<file path="config.mk">
export PLATFORM = sky130hd
export DESIGN_NAME = fp_bitmove_unit
export DESIGN_NICKNAME = d
export VERILOG_FILES = /design/src/rtl/fp_bitmove_unit.sv
export SDC_FILE = /design/constraint.sdc
export NUM_CORES = 1
export LEC_CHECK = 0
export BUFFER_PORTS_ARGS = -buffer_cell sky130_fd_sc_hd__buf_2
export CAP_MARGIN = 10
export CORE_MARGIN = 1
export CORE_UTILIZATION = 40
export CTS_CLUSTER_SIZE = 10
export DETAILED_ROUTE_END_ITERATION = 8
export PLACE_DENSITY_LB_ADDON = 0.25
export RECOVER_POWER = 50
export SLEW_MARGIN = 20
export SYNTH_ARGS = -nofsm -noshare
export SYNTH_HDL_FRONTEND = slang
export SYNTH_SLANG_ARGS = --single-unit
</file>
<file path="constraint.sdc">
create_clock -name clk -period 0.8 [get_ports clk]
set_input_delay 0.24 -clock clk [delete_from_list [all_inputs] [get_ports clk]]
set_output_delay 0.24 -clock clk [all_outputs]
set_load 0.005 [all_outputs]
</file>
<file path="src/rtl/fp_bitmove_unit.sv">
module fp_bitmove_unit (
  input  logic        clk,
  input  logic        rst_n,
  input  logic        in_valid,
  input  logic [2:0]  func,
  input  logic        ovf_en,
  input  logic [63:0] op_a,
  input  logic [63:0] op_b,
  output logic        out_valid,
  output logic [63:0] result,
  output logic        ovf_trap
);
  localparam logic [2:0] F_CPS  = 3'd0;
  localparam logic [2:0] F_CPSN = 3'd1;
  localparam logic [2:0] F_CPSE = 3'd2;
  localparam logic [2:0] F_Q2L  = 3'd3;
  localparam logic [2:0] F_L2Q  = 3'd4;

  logic [63:0] nxt;
  logic        q_ovf;

  // out of signed 32-bit range when the upper 33 bits disagree
  assign q_ovf = !((&op_b[63:31]) || !(|op_b[63:31]));

  always_comb begin
    case (func)
      F_CPS:   nxt = {op_a[63], op_b[62:0]};
      F_CPSN:  nxt = {~op_a[63], op_b[62:0]};
      F_CPSE:  nxt = {op_a[63:52], op_b[51:0]};
      F_Q2L:   nxt = {op_b[31:30], 3'b000, op_b[29:0], 29'd0};
      F_L2Q:   nxt = {{32{op_b[63]}}, op_b[63:62], op_b[58:29]};
      default: nxt = '0;
    endcase
  end

  always_ff @(posedge clk or negedge rst_n) begin
    if (!rst_n) begin
      out_valid <= 1'b0;
      result    <= '0;
      ovf_trap  <= 1'b0;
    end else begin
      out_valid <= in_valid;
      if (in_valid) begin
        result   <= nxt;
        ovf_trap <= (func == F_Q2L) && q_ovf && ovf_en;
      end
    end
  end

  a_r9_valid_follows: assert property (@(posedge clk) disable iff (!rst_n)
    in_valid |=> out_valid);
  a_r9_valid_single: assert property (@(posedge clk) disable iff (!rst_n)
    !in_valid |=> !out_valid);
  a_r6_trap_needs_en: assert property (@(posedge clk) disable iff (!rst_n)
    (in_valid && !ovf_en) |=> !ovf_trap);
  a_r7_trap_only_q2l: assert property (@(posedge clk) disable iff (!rst_n)
    (in_valid && func != F_Q2L) |=> !ovf_trap);
  a_r10_hold: assert property (@(posedge clk) disable iff (!rst_n)
    !in_valid |=> ($stable(result) && $stable(ovf_trap)));
  a_r4_low_zero: assert property (@(posedge clk) disable iff (!rst_n)
    (in_valid && func == F_Q2L) |=> (result[28:0] == 29'd0));
  a_r3_fraction: assert property (@(posedge clk) disable iff (!rst_n)
    (in_valid && func == F_CPSE) |=> (result[51:0] == $past(op_b[51:0])));
endmodule

</file>
==> out/metrics.cfg, run 1 <==
[timing]
fin_setup_tns_ns=-31.07
fin_crit_sh_pct=150
slew_headroom_pct=70.5
fmax_mhz=831
skew_ns=0
fin_ws_ns=-0.404
final-hold-violation-count=0
fin_hold_ws_ns=0.146
tightest_slew_ns=0.439
setup_violations=131
fin_crit_ns=1.20
slew_violations=0
grt_setup_unrepaired=yes

[global_routing]
grt_pass1_wl_microns=22100
grtUsageTotal_pct=29.9
grt_pass1_vias=4209
grt-ovfl-total=0
grt_max_degree=40
antenna_found_initial=0

[detailed_routing]
detail_route.vias_per_cell=5.80
drc=0
vias=4360
ant_nets=0
wirelength_microns=15700
dr.first_iter.drc_count=261
wl_per_cell_microns=20.9
drt_first_pass_iters=5

[synthesis]
synth_area_leaders=dfrtp_1 (46%), o22ai_1 (11%), a221oi_2 (8.4%), inv_1 (6.7%), a22oi_1 (6.1%)
synth_commonest_cells=dfrtp_1 (66), inv_1 (64), o22ai_1 (64), a22oi_1 (29), a21oi_1 (27)
syn_nets=510
yosys_warnings=0
synth_top_area_cell=dfrtp_1
synthCells=375
synth_top_area_share_pct=46.1
ys_async_sr_fraction_pct=100
synth_edf_count=0
syn_area_sq_um=3580
yosysUniqueCellTypes=30
syn_area_per_cell_sq_um=9.55
yosysSeqAreaShare_pct=46.1
synth_most_common_cell=dfrtp_1
yosys_most_used_dff=dfrtp_1
synth_seq_cells=66

[clock_network]
clock_latency_ns=0.34
cts_tree=built
cts-root-buf=clkbuf_8
cts_buffers=9
h-tree-depth=3
clk_pin_slew_ns=0.08
clock_path_buffers=2
clkSinkCount=66

[critical_path]
rr_endpoint=ovf_trap$_DFFE_PN0P_
reg2reg_slack_ns=-0.26
critPathArrivalTime_ns=0.96
end_kind=output pin
endpoint=ovf_trap
ff2ff_path_depth=4
cp-startpoint=ovf_trap$_DFFE_PN0P_
r2r_start=ovf_trap$_DFFE_PN0P_
crit_required_ns=0.56
critPathKind=register to output pin
crit_path_start_kind=register
path_max_fanout=2

[pwr]
cellLeakagePower_nw=3.12
powerDensity_nw_per_um2=1610
p_sw_mw=3.04
p_sw_share_pct=28.3
ir_drop_mv=0.995
intPower_mw=7.71
clkPwrFrac_pct=36.3
p_seq_share_pct=35.1
p_comb_share_pct=28.6

[floorplan]
dieArea_sq_um=9330
rows=34
die_w_microns=96.6
core_area_sq_um=8680
die_h_microns=96.6
initial_core_util_pct=41.3
num_io_pins=201

[cells_and_area]
nNetsFinal=774
fillers=556
layout-drive-gt1-share_pct=63.4
fin_cells=752
syn2layout_area_growth_pct=86.0
regArea_sq_um=1650
antenna-diode-count=0
multi_input_area_sq_um=2060
fin_area_sq_um=6660

[placed_design]
gp_congestion=0.798
place_area_sq_um=5050
numPortBuffers=148
dp.cells=665
hpwl_microns=8780

[hold_path]
hp-class=primary input to register

[outcome]
status=finished with violations
violations=negative setup slack

[flow_run]
cap_violations=0

registers in the layout, indices dropped and copies added (netlist names):
register,count
ovf_trap,1
result,64
out_valid,1
metrics by stage:
| stage | setup WS [ns] | util [%] | power, mW |
|---|---|---|---|
| finish | -0.404 | 76.8 | 10.7 |
| floorplan | -0.440 | - | 4.79 |
| global route | -0.438 | 76.8 | 11.1 |
| CTS | -0.405 | 69.9 | 10.2 |
| global placement | -0.674 | 58.1 | 5.86 |
| detailed placement | -0.682 | 58.1 | 5.92 |
cell families (layout without fill, tap and decap cells):
logic type | after synthesis | in the layout | share of synthesized area, %
flip-flops | 66 | 66 | 46.1
buffers and inverters | 98 | 367 | 11.4
AO/OA/AOI/OAI | 155 | 155 | 32.9
AND/OR/NAND/NOR | 56 | 56 | 9.50
metal layers:
layer	wire, microns	track usage (%)
met1	6100	37.4
met2	7900	50.8
met4	489	11.0
met5	0	0
met3	1260	6.07
repair_timing:
action | CTS | global route
resized for setup | 86 | 57
setup endpoints to repair | 131 | 131
pin swaps | 55 | 48
hold buffers | 1 | 0
cloned | 7 | 8
setup buffers | 34 | 29
endpoints found under the hold margin | 66 | 0
final cells by class:
| cell class | instances | area share, % |
|---|---|---|
| flip-flops and latches | 66 | 24.8 |
| inverters | 64 | 3.61 |
| clock inverters | 6 | 2.07 |
| repair buffers | 287 | 34.6 |
| multi-input cells | 211 | 30.9 |
| clock buffers | 10 | 2.07 |
| well taps | 108 | 2.03 |
power by group through the flow:
stage / Clock (mW) / Sequential (mW) / Combinational [mW]
final: 3.90 / 3.77 / 3.07
after global routing: 4.08 / 3.79 / 3.25
after CTS: 3.91 / 3.75 / 2.56
after detailed placement: 0 / 3.81 / 2.10
after global placement: 0 / 3.81 / 2.05
after floorplan: 0 / 3.83 / 0.955
worst min path at each step:
stage                              to  cells after the start     start
3_3_place_gp   result[51]$_DFFE_PN0P_                      2     rst_n
4_1_cts        result[59]$_DFFE_PN0P_                      3  op_a[59]
3_5_place_dp   result[51]$_DFFE_PN0P_                      2     rst_n
5_1_grt        result[59]$_DFFE_PN0P_                      3  op_a[59]
6_report       result[59]$_DFFE_PN0P_                      3  op_a[59]
2_1_floorplan     out_valid$_DFF_PN0_                      0     rst_n
cells in the final DEF (no fill, tap or decap), types with 3 or more instances in the layout:
master	instances
nor3_1	4
o22ai_1	49
clkbuf_8	10
nor4_1	5
a221oi_4	4
a21oi_4	3
a21oi_2	19
o22a_1	11
nor2b_1	6
buf_2	138
nand4_1	8
nand2b_1	4
buf_12	11
a21oi_1	5
buf_8	6
buf_6	33
buf_4	86
dfrtp_1	66
buf_16	4
a221oi_2	17
nor2b_4	7
bufinv_16	4
inv_1	63
o22ai_2	15
nand3_1	5
clkbuf_16	5
a22oi_2	29
critical path, stage by stage, from the launching register on:
cell and delay, ns:
dfrtp_1 0.40, buf_6 0.12, buf_6 0.10
(Power assumes the default switching activity.)
==> inputs of run 2 (changes only) <==
- PLACE_DENSITY: default -> 0.78
- PLACE_DENSITY_LB_ADDON: 0.25 -> default
==> out/metrics.cfg, run 2 (synthesis gave the netlist of run 1 again) <==
[outcome]
status=finished with violations
violations=negative setup slack

[hold_path]
hp-class=primary input to register

[pwr]
ir_drop_mv=0.850  ; -15%
powerDensity_nw_per_um2=1540  ; -4.4%
cellLeakagePower_nw=3.03  ; -2.7%
p_total_mw=10.1  ; -5.9%

[timing]
setup_violations=127  ; -3.1%
fin_ws_ns=-0.439  ; -0.0350 ns
slew_headroom_pct=72.5  ; +2.0 points
skew_ns=0  ; unchanged
fin_crit_ns=1.24  ; +0.0350 ns
grt_setup_unrepaired=yes
fmax_mhz=807  ; -2.8%
fin_crit_sh_pct=155  ; +4.4 points
fin_hold_ws_ns=0.159  ; +0.0129 ns
slew_violations=0  ; unchanged
final-hold-violation-count=0  ; unchanged
tightest_slew_ns=0.409  ; -0.0296 ns

[placed_design]
gp_congestion=0.866  ; +8.6%
place_ws_ns=-0.642  ; +0.0401 ns
hpwl_microns=8830  ; +0.62%
dp.cells=662  ; -0.45%
place_area_sq_um=5000  ; -0.94%
numPortBuffers=148  ; unchanged

[global_routing]
antenna_found_initial=1  ; +1
grt_pass1_wl_microns=22500  ; +2.1%
grtUsageTotal_pct=30.5  ; +0.65 points
grt_max_degree=46  ; +15%
grt-ovfl-total=0  ; unchanged
grt_pass1_vias=4355  ; +3.5%

[cells_and_area]
multi_input_area_sq_um=2090  ; +1.5%
regArea_sq_um=1650  ; unchanged
largest-register=result
layout-drive-gt1-share_pct=63.1  ; -0.26 points
nNetsFinal=764  ; -1.3%
fillers=533  ; -4.1%
fin_area_sq_um=6560  ; -1.5%
most-common-layout-cells=buf_2 (132), buf_4 (87), dfrtp_1 (66)
largest_registers=result (64), out_valid (1), ovf_trap (1)
fin_cells=744  ; -1.1%
largest_register_ffs=64  ; unchanged
final_common_cell=buf_2
syn2layout_area_growth_pct=83.2

[detailed_routing]
detail_route.vias_per_cell=5.97  ; +2.9%
drc=0  ; unchanged
dr.first_iter.drc_count=177  ; -32%
wirelength_microns=15900  ; +1.1%
vias=4438  ; +1.8%
ant_nets=0  ; unchanged
drt_first_pass_iters=5  ; unchanged
wl_per_cell_microns=21.4  ; +2.2%

[clock_network]
cts_tree=built
cts-root-buf=clkbuf_8
clkSinkCount=66  ; unchanged
h-tree-depth=3  ; unchanged
clk_pin_slew_ns=0.08  ; about the same
clock_latency_ns=0.35  ; about the same
cts_buffers=9  ; unchanged
clock_path_buffers=2  ; unchanged

[critical_path]
critPathArrivalTime_ns=1.00  ; +0.04 ns
crit_required_ns=0.56  ; about the same
path_max_fanout=2  ; unchanged
crit_path_start_kind=register
critPathKind=register to output pin
end_kind=output pin

[floorplan]
dieArea_sq_um=9330  ; unchanged
rows=34  ; unchanged
core_area_sq_um=8680  ; unchanged
die_w_microns=96.6  ; unchanged
die_h_microns=96.6  ; unchanged
num_io_pins=201  ; unchanged
initial_core_util_pct=41.3  ; unchanged

[flow_run]
cap_violations=0  ; unchanged

==> run 2: cell types whose count changed in the layout (fill, tap and decap cells not counted), sizes merged <==
cell,delta
clkinvlp,+2
diode,+2
clkbuf,-3
clkinv,-1
inv,+1
bufbuf,-1
buf,-6
bufinv,-2
==> run 2: path summary, 6_finish.rpt <==
| check | startpoint | to | slack (ns) | cells after the start |
|---|---|---|---|---|
| min in group asynchronous | rst_n | result[22]$_DFFE_PN0P_ | 0.44 | 3 |
| max in group asynchronous | rst_n | result[4]$_DFFE_PN0P_ | 0.07 | 3 |
| hold / removal | op_a[61] | result[61]$_DFFE_PN0P_ | 0.16 | 3 |
| setup / recovery | ovf_trap$_DFFE_PN0P_ | ovf_trap | -0.44 | 2 |
| hold reg to reg | result[18]$_DFFE_PN0P_ | result[18]$_DFFE_PN0P_ | 0.53 | 2 |
| setup reg to reg | ovf_trap$_DFFE_PN0P_ | ovf_trap$_DFFE_PN0P_ | -0.29 | 4 |
==> run 2: final cells by class <==
type / count / share of cell area, %
repair buffers: 277 / 33.8
multi-input cells: 211 / 31.8
flip-flops and latches: 66 / 25.2
inverters: 64 / 3.66
clock buffers: 10 / 2.10
well taps: 108 / 2.06
clock inverters: 6 / 1.35
diodes: 2 / 0.0763
==> run 2: through the flow <==
| stage | util, % | TNS [ns] |
|---|---|---|
| finish | 75.6 | -30.89 |
| global route | 75.5 | -34.35 |
| CTS | 70.0 | -28.23 |
| detailed placement | 57.6 | -34.15 |
| global placement | 57.6 | -32.16 |
| floorplan | - | -20.76 |
==> run 2: per-layer routing <==
metal  track usage [%]  wire (microns)  vias to the layer above
met5                 0               0                        -
met4              18.4             795                        0
met3              5.85            1210                       76
met2              49.8            8030                      281
met1              37.3            5890                     2173
li1                  -               -                     1908
==> run 2: repair_timing <==
item | 4_1_cts | 5_1_grt
pin swaps | 71 | 56
gates resized for setup | 96 | 53
endpoints found under the hold margin | 66 | 0
gates cloned | 10 | 3
buffers inserted | 30 | 25
setup endpoints to repair | 131 | 131
hold buffers | 1 | 0
==> run 2: worst max-delay path: stages (launching register included) <==
cell     delay [ns]
dfrtp_1        0.42
buf_6          0.13
buf_6          0.10
==> run 2: report_power, final <==
part	internal (mW)	leakage [nW]	switching, mW
sequential	3.61	0.878	0.146
combinational	1.61	2.05	1.48
clock	1.85	0.109	1.43
total	7.06	3.03	3.05
